$ cat config.mk
export PLATFORM = sky130hd
export DESIGN_NAME = cgp_chrom_sim
export DESIGN_NICKNAME = d
export VERILOG_FILES = /design/src/rtl/cgp_pkg.sv /design/src/rtl/cgp_gene_store.sv /design/src/rtl/cgp_signal_bank.sv /design/src/rtl/cgp_eval_ctrl.sv /design/src/rtl/cgp_chrom_sim.sv
export SDC_FILE = /design/constraint.sdc
export NUM_CORES = 1
export LEC_CHECK = 0
export ABC_AREA = 1
export BUFFER_PORTS_ARGS = -buffer_cell sky130_fd_sc_hd__buf_4
export CELL_PAD_IN_SITES_DETAIL_PLACEMENT = 1
export CELL_PAD_IN_SITES_GLOBAL_PLACEMENT = 1
export CORE_MARGIN = 10
export CORE_UTILIZATION = 50
export CTS_CLUSTER_SIZE = 12
export DETAILED_ROUTE_END_ITERATION = 10
export GPL_ROUTABILITY_DRIVEN = 0
export GPL_TIMING_DRIVEN = 0
export PLACE_DENSITY = 0.92
export SKIP_CTS_REPAIR_TIMING = 1
export SYNTH_ARGS = -nofsm -noshare
export SYNTH_HDL_FRONTEND = slang
export SYNTH_SLANG_ARGS = --single-unit
$ cat constraint.sdc
create_clock -name clk -period 7.6 [get_ports clk]
set_input_delay 0 -clock clk [delete_from_list [all_inputs] [get_ports clk]]
set_output_delay 0 -clock clk [all_outputs]
set_load 0.005 [all_outputs]
$ cat src/rtl/cgp_pkg.sv
package cgp_pkg;

  typedef enum logic [1:0] {
    FN_OR  = 2'd0,
    FN_AND = 2'd1,
    FN_XOR = 2'd2,
    FN_MUX = 2'd3
  } node_fn_e;

  typedef enum logic [1:0] {
    ST_IDLE = 2'd0,
    ST_NODE = 2'd1,
    ST_FIN  = 2'd2
  } eval_state_e;

endpackage

$ cat src/rtl/cgp_gene_store.sv
module cgp_gene_store #(
  parameter int NUM_NODE = 8,
  parameter int NUM_OUT  = 2,
  parameter int NV       = 8,
  parameter int GW       = 4,
  parameter int AW       = 6,
  parameter int OW       = 1,
  parameter int NW       = 3,
  localparam int GLEN    = 4 * NUM_NODE + NUM_OUT
) (
  input  logic                         clk,
  input  logic                         rst_n,
  input  logic                         gene_we,
  input  logic [AW-1:0]                gene_addr,
  input  logic [GW-1:0]                gene_wdata,
  input  logic                         ref_we,
  input  logic [OW-1:0]                ref_sel,
  input  logic [NV-1:0]                ref_wdata,
  input  logic [NW-1:0]                node_sel,
  output logic [3:0][GW-1:0]           node_genes,
  output logic [NUM_OUT-1:0][GW-1:0]   out_genes,
  output logic [NUM_OUT-1:0][NV-1:0]   ref_words
);

  logic [GLEN-1:0][GW-1:0]    gene_q, gene_d;
  logic [NUM_OUT-1:0][NV-1:0] ref_q, ref_d;

  // next-state: addressed word replaced, others kept
  always_comb begin
    gene_d = gene_q;
    for (int i = 0; i < GLEN; i++) begin
      if (gene_addr == AW'(i)) gene_d[i] = gene_wdata;
    end
  end

  always_comb begin
    ref_d = ref_q;
    for (int o = 0; o < NUM_OUT; o++) begin
      if (ref_sel == OW'(o)) ref_d[o] = ref_wdata;
    end
  end

  always_ff @(posedge clk or negedge rst_n) begin
    if (!rst_n)       gene_q <= '0;
    else if (gene_we) gene_q <= gene_d;
  end

  always_ff @(posedge clk or negedge rst_n) begin
    if (!rst_n)      ref_q <= '0;
    else if (ref_we) ref_q <= ref_d;
  end

  // gene group of the node being computed
  always_comb begin
    node_genes = '0;
    for (int k = 0; k < NUM_NODE; k++) begin
      if (node_sel == NW'(k)) begin
        for (int j = 0; j < 4; j++) node_genes[j] = gene_q[4*k + j];
      end
    end
  end

  genvar go;
  generate
    for (go = 0; go < NUM_OUT; go++) begin : g_out
      assign out_genes[go] = gene_q[4*NUM_NODE + go];
    end
  endgenerate

  assign ref_words = ref_q;

endmodule

$ cat src/rtl/cgp_signal_bank.sv
module cgp_signal_bank #(
  parameter int NUM_IN   = 3,
  parameter int NUM_NODE = 8,
  parameter int NV       = 8,
  parameter int GW       = 4,
  parameter int NW       = 3,
  parameter int NRD      = 5
) (
  input  logic                     clk,
  input  logic                     rst_n,
  input  logic                     wr_en,
  input  logic [NW-1:0]            wr_node,
  input  logic [NV-1:0]            wr_lanes,
  input  logic [NRD-1:0][GW-1:0]   rd_idx,
  output logic [NRD-1:0][NV-1:0]   rd_lanes
);

  logic [NUM_NODE-1:0][NV-1:0] lane_q, lane_d;

  always_comb begin
    lane_d = lane_q;
    for (int k = 0; k < NUM_NODE; k++) begin
      if (wr_node == NW'(k)) lane_d[k] = wr_lanes;
    end
  end

  always_ff @(posedge clk or negedge rst_n) begin
    if (!rst_n)     lane_q <= '0;
    else if (wr_en) lane_q <= lane_d;
  end

  // read ports: primary inputs are generated lanes, nodes are stored lanes,
  // any other index reads as all zeros
  always_comb begin
    rd_lanes = '0;
    for (int p = 0; p < NRD; p++) begin
      for (int s = 0; s < NUM_IN; s++) begin
        if (rd_idx[p] == GW'(s)) begin
          for (int v = 0; v < NV; v++) rd_lanes[p][v] = 1'(v >> s);
        end
      end
      for (int k = 0; k < NUM_NODE; k++) begin
        if (rd_idx[p] == GW'(NUM_IN + k)) rd_lanes[p] = lane_q[k];
      end
    end
  end

endmodule

$ cat src/rtl/cgp_eval_ctrl.sv
module cgp_eval_ctrl
  import cgp_pkg::*;
#(
  parameter int NUM_NODE = 8,
  parameter int NW       = 3
) (
  input  logic          clk,
  input  logic          rst_n,
  input  logic          start,
  output logic          busy,
  output logic          launch,
  output logic          node_we,
  output logic [NW-1:0] node_idx,
  output logic          finish
);

  localparam logic [NW-1:0] LAST = NW'(NUM_NODE - 1);

  eval_state_e   state_q, state_d;
  logic [NW-1:0] idx_q, idx_d;

  always_comb begin
    state_d = state_q;
    idx_d   = idx_q;
    unique case (state_q)
      ST_IDLE: begin
        if (start) begin
          state_d = ST_NODE;
          idx_d   = '0;
        end
      end
      ST_NODE: begin
        if (idx_q == LAST) state_d = ST_FIN;
        else               idx_d   = idx_q + 1'b1;
      end
      ST_FIN:  state_d = ST_IDLE;
      default: state_d = ST_IDLE;
    endcase
  end

  always_ff @(posedge clk or negedge rst_n) begin
    if (!rst_n) begin
      state_q <= ST_IDLE;
      idx_q   <= '0;
    end else begin
      state_q <= state_d;
      idx_q   <= idx_d;
    end
  end

  assign busy     = (state_q != ST_IDLE);
  assign launch   = (state_q == ST_IDLE) && start;
  assign node_we  = (state_q == ST_NODE);
  assign finish   = (state_q == ST_FIN);
  assign node_idx = idx_q;

endmodule

$ cat src/rtl/cgp_chrom_sim.sv
module cgp_chrom_sim
  import cgp_pkg::*;
#(
  parameter int NUM_IN   = 3,
  parameter int NUM_NODE = 8,
  parameter int NUM_OUT  = 2,
  localparam int NV      = 1 << NUM_IN,
  localparam int NSIG    = NUM_IN + NUM_NODE,
  localparam int GW      = $clog2(NSIG + 1),
  localparam int GLEN    = 4 * NUM_NODE + NUM_OUT,
  localparam int AW      = $clog2(GLEN),
  localparam int OW      = (NUM_OUT > 1) ? $clog2(NUM_OUT) : 1,
  localparam int NW      = (NUM_NODE > 1) ? $clog2(NUM_NODE) : 1,
  localparam int EW      = $clog2(NUM_OUT * NV + 1)
) (
  input  logic          clk,
  input  logic          rst_n,
  input  logic          gene_we,
  input  logic [AW-1:0] gene_addr,
  input  logic [GW-1:0] gene_wdata,
  input  logic          ref_we,
  input  logic [OW-1:0] ref_sel,
  input  logic [NV-1:0] ref_wdata,
  input  logic          start,
  output logic          busy,
  output logic          done,
  output logic          valid,
  output logic [EW-1:0] err_count
);

  localparam int NRD = 3 + NUM_OUT;
  localparam int LW  = GW + 1;

  logic                       launch, node_we, finish;
  logic [NW-1:0]              node_idx;
  logic [3:0][GW-1:0]         node_genes;
  logic [NUM_OUT-1:0][GW-1:0] out_genes;
  logic [NUM_OUT-1:0][NV-1:0] ref_words;
  logic [NRD-1:0][GW-1:0]     rd_idx;
  logic [NRD-1:0][NV-1:0]     rd_lanes;

  cgp_eval_ctrl #(.NUM_NODE(NUM_NODE), .NW(NW)) u_ctrl (
    .clk(clk), .rst_n(rst_n), .start(start), .busy(busy), .launch(launch),
    .node_we(node_we), .node_idx(node_idx), .finish(finish)
  );

  cgp_gene_store #(
    .NUM_NODE(NUM_NODE), .NUM_OUT(NUM_OUT), .NV(NV), .GW(GW),
    .AW(AW), .OW(OW), .NW(NW)
  ) u_genes (
    .clk(clk), .rst_n(rst_n),
    .gene_we(gene_we & ~busy), .gene_addr(gene_addr), .gene_wdata(gene_wdata),
    .ref_we(ref_we & ~busy), .ref_sel(ref_sel), .ref_wdata(ref_wdata),
    .node_sel(node_idx), .node_genes(node_genes), .out_genes(out_genes),
    .ref_words(ref_words)
  );

  // read ports 0..2: operands of current node; 3.. : output genes
  always_comb begin
    rd_idx = '0;
    for (int j = 0; j < 3; j++)       rd_idx[j]     = node_genes[j];
    for (int o = 0; o < NUM_OUT; o++) rd_idx[3 + o] = out_genes[o];
  end

  logic [NV-1:0] node_lanes;

  cgp_signal_bank #(
    .NUM_IN(NUM_IN), .NUM_NODE(NUM_NODE), .NV(NV), .GW(GW), .NW(NW), .NRD(NRD)
  ) u_bank (
    .clk(clk), .rst_n(rst_n), .wr_en(node_we), .wr_node(node_idx),
    .wr_lanes(node_lanes), .rd_idx(rd_idx), .rd_lanes(rd_lanes)
  );

  // ---------------- node evaluation ----------------
  logic [LW-1:0] fwd_limit;
  logic [2:0]    opnd_ok;
  logic          fn_ok, node_bad;
  logic [NV-1:0] op_a, op_b, op_s, fn_res;
  node_fn_e      fn;

  assign fwd_limit = LW'(NUM_IN) + LW'(node_idx);

  always_comb begin
    for (int j = 0; j < 3; j++) opnd_ok[j] = (LW'(node_genes[j]) < fwd_limit);
  end

  assign fn_ok    = (node_genes[3] < GW'(4));
  assign fn       = node_fn_e'(node_genes[3][1:0]);
  assign op_a     = opnd_ok[0] ? rd_lanes[0] : '0;
  assign op_b     = opnd_ok[1] ? rd_lanes[1] : '0;
  assign op_s     = opnd_ok[2] ? rd_lanes[2] : '0;
  assign node_bad = ~(&opnd_ok) | ~fn_ok;

  always_comb begin
    unique case (fn)
      FN_OR:   fn_res = op_a | op_b;
      FN_AND:  fn_res = op_a & op_b;
      FN_XOR:  fn_res = op_a ^ op_b;
      FN_MUX:  fn_res = (op_s & op_b) | (~op_s & op_a);
      default: fn_res = '0;
    endcase
  end

  assign node_lanes = fn_ok ? fn_res : '0;

  // ---------------- output comparison ----------------
  logic          out_bad;
  logic [EW-1:0] miss_cnt;

  always_comb begin
    out_bad  = 1'b0;
    miss_cnt = '0;
    for (int o = 0; o < NUM_OUT; o++) begin
      if (out_genes[o] >= GW'(NSIG)) out_bad = 1'b1;
      for (int v = 0; v < NV; v++) begin
        miss_cnt = miss_cnt + EW'(rd_lanes[3 + o][v] ^ ref_words[o][v]);
      end
    end
  end

  // ---------------- result registers ----------------
  logic          bad_q, bad_d;
  logic          done_q, done_d;
  logic          valid_q, valid_d;
  logic [EW-1:0] err_q, err_d;

  always_comb begin
    bad_d   = bad_q;
    valid_d = valid_q;
    err_d   = err_q;
    done_d  = finish;
    if (launch)                bad_d = 1'b0;
    else if (node_we && node_bad) bad_d = 1'b1;
    if (finish) begin
      valid_d = ~(bad_q | out_bad);
      err_d   = miss_cnt;
    end
  end

  always_ff @(posedge clk or negedge rst_n) begin
    if (!rst_n)                 bad_q <= 1'b0;
    else if (launch || node_we) bad_q <= bad_d;
  end

  always_ff @(posedge clk or negedge rst_n) begin
    if (!rst_n) done_q <= 1'b0;
    else        done_q <= done_d;
  end

  always_ff @(posedge clk or negedge rst_n) begin
    if (!rst_n) begin
      valid_q <= 1'b0;
      err_q   <= '0;
    end else if (finish) begin
      valid_q <= valid_d;
      err_q   <= err_d;
    end
  end

  assign done      = done_q;
  assign valid     = valid_q;
  assign err_count = err_q;

endmodule

# Word-level counts from Yosys, hierarchy flattened
# Index checks and enable logic that the tools add are counted.
[op_classes]
n_mux = 78
n_bitwise = 32
add_sub_neg = 17
eq_ne = 98
order_cmp = 6
n_reduce_logical = 63
[op_table]
columns = ["cell", "count"]
rows = [
  ["two-way mux 8 bit", 59],
  ["two-way mux 16 bit", 8],
  ["== test 6 x 5 -> 1 bit, second input constant", 16],
  ["AND reduction 2 bit", 46],
  ["== test 4 x 3 -> 1 bit, second input constant", 20],
  ["== test 4 bit, second input constant", 15],
  ["adder 5 x 1 -> 5 bit", 11],
  ["== test 6 x 4 -> 1 bit, second input constant", 8],
  ["== test 4 x 2 -> 1 bit, second input constant", 10],
  ["case mux 8 bit (4 select lines)", 1],
  ["AND 8 bit", 3],
  ["== test 6 x 3 -> 1 bit, second input constant", 4],
  ["== test 4 x 1 -> 1 bit, second input constant", 5],
  ["zero test 4 bit", 5],
  ["OR 8 bit", 2],
  ["bitwise XOR 1 bit", 16],
  ["== test 3 bit, second input constant", 4],
  ["== test 6 x 2 -> 1 bit, second input constant", 2],
  ["== test 6 bit, second input constant", 2],
  ["less-than comparator 4 bit", 3],
  [">= comparator 4 bit, second input constant", 2],
  ["inverter 8 bit", 1],
  ["bitwise XOR 8 bit", 1],
  ["== test 2 bit, second input constant", 3],
  ["28 further kinds", 47],
]
[totals]
out_inout_bits = 8
ff_bits = 229
elab_cells = 344

# Depth between registers and ports, before layout
[logic_depth]
ltp_word = 28
depth_mapped = 31
ltp_nobuf = 30

# Modules after synthesis
# From an unflattened synthesis, not the netlist that was laid out.
[hier_totals]
hier_cells = 1976
hier_area_um2 = 14513.9
[by_module_without_submodules]
columns = ["module", "n_inst", "cells_each", "area_per_inst_um2"]
rows = [
  ["cgp_gene_store", 1, 785, 6884.1],
  ["cgp_signal_bank", 1, 889, 5271.3],
  ["cgp_chrom_sim", 1, 273, 2108.3],
  ["cgp_eval_ctrl", 1, 29, 250.2],
]

# Least setup slack after synthesis
# No wires, ideal clock.
[synth_path]
path_kind = "flip-flop to flip-flop"
from = "reg u_genes.gene_q, in the netlist u_genes.out_genes[0]"
to = "reg err_q[4] (netlist: err_count[4])"
t_arrival_ps = 4473
setup_ps = 123
slack_ps = 3004
synth_period_minus_slack_ps = 4596
required_ps = 7477
path_buffers = 0
path_stages_with_launch = 21
path_cell_list = "dfrtp_1 inv_1 nor2_1 inv_1 nor2_1 inv_1 o21ai_0 o211ai_1 o32ai_1 xor2_1 fa_1 inv_1 fa_1 fa_1 fa_1 ha_1 fa_1 nand2_1 inv_1 o21ai_0 nand2_1"
[synth_via]
elab_chain_len = 28
[synth_rtl]
columns = ["item", "line_no", "rtl"]
rows = [
  ["start: declaration", "cgp_gene_store.sv:25", "logic [GLEN-1:0][GW-1:0] gene_q, gene_d;"],
  ["start signal: assignment", "cgp_gene_store.sv:45", "else if (gene_we) gene_q <= gene_d;"],
  ["zero test 4 bit", "cgp_signal_bank.sv:38", "if (rd_idx[p] == GW'(s)) begin"],
  ["two-way mux 8 bit (3 in series)", "cgp_signal_bank.sv:38", ""],
  ["two-way mux 8 bit (7 in series)", "cgp_signal_bank.sv:43", "if (rd_idx[p] == GW'(NUM_IN + k)) rd_lanes[p] = lane_q[k];"],
  ["two-way mux 8 bit (*)", "cgp_signal_bank.sv:43", ""],
  ["bitwise XOR 1 bit", "cgp_chrom_sim.sv:116", "miss_cnt = miss_cnt + EW'(rd_lanes[3 + o][v] ^ ref_words[o][v]);"],
  ["adder 1 x 1 -> 2 bit", "cgp_chrom_sim.sv:116", ""],
  ["adder 2 x 1 -> 3 bit", "cgp_chrom_sim.sv:116", ""],
  ["adder 3 x 1 -> 4 bit", "cgp_chrom_sim.sv:116", ""],
  ["adder 4 x 1 -> 5 bit", "cgp_chrom_sim.sv:116", ""],
  ["adder 5 x 1 -> 5 bit (2 in series)", "cgp_chrom_sim.sv:116", ""],
  ["adder 5 x 1 -> 5 bit (*) (9 in series)", "cgp_chrom_sim.sv:116", ""],
  ["end signal: assignment", "cgp_chrom_sim.sv:156", "err_q <= err_d;"],
  ["end: declaration", "cgp_chrom_sim.sv:125", "logic [EW-1:0] err_q, err_d;"],
]
# Mark *: on every way between the ends. The rest lies on a longest branch, timed or not.
# A chain may end at the register's enable or synchronous reset.

# Worst setup path after layout
# Ends and elaborated chain as after synthesis.

==> impl_metrics.yaml <==
logic_synthesis:
  asyncSetResetFlopFracSynth: 1.00
  ys_types: 55
  postSynthAreaPerCell_sq_um: 7.02
  yosysTopAreaCell: "sky130_fd_sc_hd__dfrtp_1"
  yosys-mux-area-fraction: 0
  synth.area.top_cells: "sky130_fd_sc_hd__dfrtp_1, sky130_fd_sc_hd__nand2_1, sky130_fd_sc_hd__o21ai_0, sky130_fd_sc_hd__nand3_1, sky130_fd_sc_hd__inv_1"
  synth_xor_xnor_area_share: 0.0100
  synthesis.yosys.warnings: 0
  ys_seq_elements: 229
  syn-cell-area_sq_mm: 0.0148
  synth_enable_flop_cells: 0
  synth_fp_nets: 2179
  synth.top_cell.area_share: 0.387
  syn_inst: 2113
  synth_adder_area_share: 0.0405
  compound_gate_fraction_of_synth_area: 0.130
  synth_sequential_area_ratio: 0.387
  synth_top_family_by_area: "simple AND/OR/NAND/NOR gates"
  yosys_most_used_dff: "sky130_fd_sc_hd__dfrtp_1"
  yosys.area_share.simple: 0.355
clock_network:
  clkSlewWorstSetupHoldPaths_ns: 0.07
  tritoncts: "built"
  cts.sink_count: 229
  clock_latency_ns: 0.59
  cts.root.buffer_cell: "sky130_fd_sc_hd__clkbuf_16"
  numCtsBuffers: 27
  cts_buffer_depth: 3
  cts-htree-levels: 1
worst_setup_path:
  cpLargestDelayFamily: "adder cells"
  timing.critical_path.to_type: "flop"
  r2r_cells: 20
  critPathSlowestCell: "sky130_fd_sc_hd__fa_1"
  setup_crit_start_kind: "flop"
  path_buf_inv: 5
  critPathRequiredTime_ns: 8.07
  crit_path_max_incr_delay_ns: 0.58
  crit_chain: "inv_1 -> nor2_1 -> inv_1 -> nor2_1 -> inv_1 -> o21ai_0 -> o211ai_1 -> o32ai_1 -> xor2_1 -> fa_1 -> inv_1 -> fa_1 -> fa_1 -> fa_1 -> ha_1 -> fa_1 -> nand2_1 -> inv_1 -> o21ai_0 -> nand2_1"
  timing.critical_path.depth: 20
  criticalPathCategory: "reg2reg"
  worst_path_arrival_ns: 6.30
  crit_path_max_fanout: 6
timing:
  finalWorstPathRequiredPeriod_ns: 5.83
  maxSlewHeadroom: 0.246
  clock.fmax_mhz: 172
  hold_violations: 9
  timing.final.setup_violations: 0
  final_max_slew_viol_count: 0
  fin_crit_sh: 0.767
  transition_at_the_pin_with_the_smallest_max_transition_slack_ns: 1.12
  rsz0062_at_grt: "no"
  timing.setup.tns_ns: 0
  fin_worst_skew_ns: 0.0229
  final_layout_worst_hold_slack_ns: -0.0623
  postLayoutSetupSlackWorst_ns: 1.77
layout:
  ant_diodes: 0
  syn2layout_area_growth_pct: 12.5
  share_of_cells_above_drive_strength_1: 0.0903
  most-common-layout-cells: "sky130_fd_sc_hd__nand2_1, sky130_fd_sc_hd__o21ai_0, sky130_fd_sc_hd__dfrtp_1"
  nNetsFinal: 2260
  num-fill-cells: 3775
  final_common_cell: "sky130_fd_sc_hd__nand2_1"
worst_hold_path:
  hold_path_class: "in2reg"
  worst_hold_path.num_cells: 4
die:
  ioPinCount: 32
  die_y_um: 192
  placeableCoreArea_sq_mm: 0.0290
  chipWidth_um: 192
  core.rowCount: 62
  design.die.area_sq_mm: 0.0369
  starting_density_of_the_core: 0.511
routing:
  route.antenna.remaining_nets: 0
  post-route-drc-count: 0
  detail_route.iter0.violations: 1559
  routed-via-count: 16100
  firstDrtPassIters: 5
  detail_route.vias_per_cell: 6.18
  detail_route.wl_per_cell_um: 24.1
  postRouteWirelength_um: 62600
global_route:
  first_pass_grt_wire_length_um: 93900
  antenna_found_initial: 0
  grt_usage: 0.327
  grt_max_degree: 111
  first_global_vias: 16700
  globalRouteOverflowTotal: 0
placed_design:
  place.detailed.hpwl_um: 44000
  placement.io_buffers: 31
  preCtsSetupSlack_ns: 1.94
status:
  outcome: "finished with violations"
  failed_checks: "negative hold slack"
run:
  max_cap_violations: 0
[final cells by class]
type                    instances  area, sq um  area share
flip-flops and latches        229         5730       0.343
well taps                     384          480      0.0288
multi-input cells            1606         7950       0.476
plain buffers                  46          273      0.0163
repair buffers                 52          495      0.0297
clock buffers                  41          768      0.0460
inverters                     232          878      0.0526
clock inverters                 8          110     0.00660
[cell usage after synthesis, types with 2 or more instances]
cell	n
sky130_fd_sc_hd__inv_1	219
sky130_fd_sc_hd__clkbuf_1	21
sky130_fd_sc_hd__nor2_1	194
sky130_fd_sc_hd__a21oi_1	28
sky130_fd_sc_hd__nand3_2	6
sky130_fd_sc_hd__nand3b_1	4
sky130_fd_sc_hd__nand2_1	690
sky130_fd_sc_hd__o31ai_1	5
sky130_fd_sc_hd__ha_1	32
sky130_fd_sc_hd__o32ai_1	2
sky130_fd_sc_hd__nand3_1	199
sky130_fd_sc_hd__or2_2	3
sky130_fd_sc_hd__a221oi_1	2
sky130_fd_sc_hd__a2111oi_0	4
sky130_fd_sc_hd__xnor2_1	9
sky130_fd_sc_hd__xor2_1	8
sky130_fd_sc_hd__buf_6	9
sky130_fd_sc_hd__nor2_4	11
sky130_fd_sc_hd__buf_4	4
sky130_fd_sc_hd__o2111ai_1	4
sky130_fd_sc_hd__nand4_1	24
sky130_fd_sc_hd__o21ai_1	11
sky130_fd_sc_hd__nand2_2	27
sky130_fd_sc_hd__o221ai_1	11
sky130_fd_sc_hd__o21ai_2	3
sky130_fd_sc_hd__inv_2	9
sky130_fd_sc_hd__nor3_1	5
sky130_fd_sc_hd__or2_1	3
sky130_fd_sc_hd__fa_1	10
sky130_fd_sc_hd__a21boi_1	2
sky130_fd_sc_hd__dfrtp_1	229
sky130_fd_sc_hd__o21ai_0	231
sky130_fd_sc_hd__buf_2	11
sky130_fd_sc_hd__clkinv_1	3
sky130_fd_sc_hd__o211ai_2	3
sky130_fd_sc_hd__o211ai_1	17
sky130_fd_sc_hd__nand2_4	9
sky130_fd_sc_hd__or2_0	9
sky130_fd_sc_hd__o22ai_1	6
sky130_fd_sc_hd__nor2_2	21
[sequential cells by signal (all words and copies together), names as in the netlist]
register           cells
valid                  1
done                   1
u_genes.out_genes      8
err_count              5
u_genes.gene_q       128
u_bank.lane_q         64
u_ctrl.state_q         2
bad_q                  1
u_genes.ref_words     16
u_ctrl.node_idx        3
[cell families (layout without fill, tap and decap cells)]
family	after synthesis	after routing
compound gates	338	338
xor+xnor	17	17
fa+ha+maj	42	42
buf+inv	278	379
flops	229	229
simple gates	1209	1209
[path summary, 6_finish.rpt]
kind	slack, ns	endpoint	start
max in group asynchronous	6.12	u_genes.gene_q[72]$_DFFE_PN0P_	rst_n
max	1.77	err_count[4]$_DFFE_PN0P_	u_genes.out_genes[0]$_DFFE_PN0P_
min in group asynchronous	0.48	u_bank.lane_q[31]$_DFFE_PN0P_	rst_n
max reg2reg	1.77	err_count[4]$_DFFE_PN0P_	u_genes.out_genes[0]$_DFFE_PN0P_
min	-0.06	u_genes.out_genes[5]$_DFFE_PN0P_	gene_addr[4]
min reg2reg	0.47	err_count[1]$_DFFE_PN0P_	err_count[1]$_DFFE_PN0P_
[worst reg2reg max path, stage by stage, from the launching register on]
cell                       delay (ns)
sky130_fd_sc_hd__dfrtp_1         0.47
sky130_fd_sc_hd__inv_1           0.15
sky130_fd_sc_hd__nor2_1          0.11
sky130_fd_sc_hd__inv_1           0.07
sky130_fd_sc_hd__nor2_1          0.32
sky130_fd_sc_hd__inv_1           0.22
sky130_fd_sc_hd__o21ai_0         0.35
sky130_fd_sc_hd__o211ai_1        0.21
sky130_fd_sc_hd__o32ai_1         0.49
sky130_fd_sc_hd__xor2_1          0.18
sky130_fd_sc_hd__fa_1            0.58
sky130_fd_sc_hd__inv_1           0.08
sky130_fd_sc_hd__fa_1            0.55
sky130_fd_sc_hd__fa_1            0.43
sky130_fd_sc_hd__fa_1            0.45
sky130_fd_sc_hd__ha_1            0.24
sky130_fd_sc_hd__fa_1            0.45
sky130_fd_sc_hd__nand2_1         0.08
sky130_fd_sc_hd__inv_1           0.05
sky130_fd_sc_hd__o21ai_0         0.17
sky130_fd_sc_hd__nand2_1         0.07
[layer usage]
| layer | part of all wire | wire length (um) | vias up | global-route usage |
|---|---|---|---|---|
| li1 | - | - | 7000 | - |
| met5 | 0 | 0 | - | 0 |
| met4 | 0.090 | 5670 | 0 | 0.252 |
| met1 | 0.37 | 23200 | 7837 | 0.374 |
| met2 | 0.47 | 29300 | 876 | 0.534 |
| met3 | 0.073 | 4550 | 351 | 0.0598 |
[stage by stage]
step / hold slack, ns / util / std cells / cell area [sq um]
global placement: 0.279 / 0.536 / 2528 / 15500
CTS: -0.717 / 0.568 / 2579 / 16500
detailed placement: -0.116 / 0.538 / 2530 / 15600
floorplan: -0.296 / - / 2113 / 14800
global route: 0.00545 / 0.575 / 2598 / 16700
finish: -0.0623 / 0.575 / 2598 / 16700
Power is not shown: default switching activity piles up to over one toggle a cycle in this logic, so the estimate is an artifact.
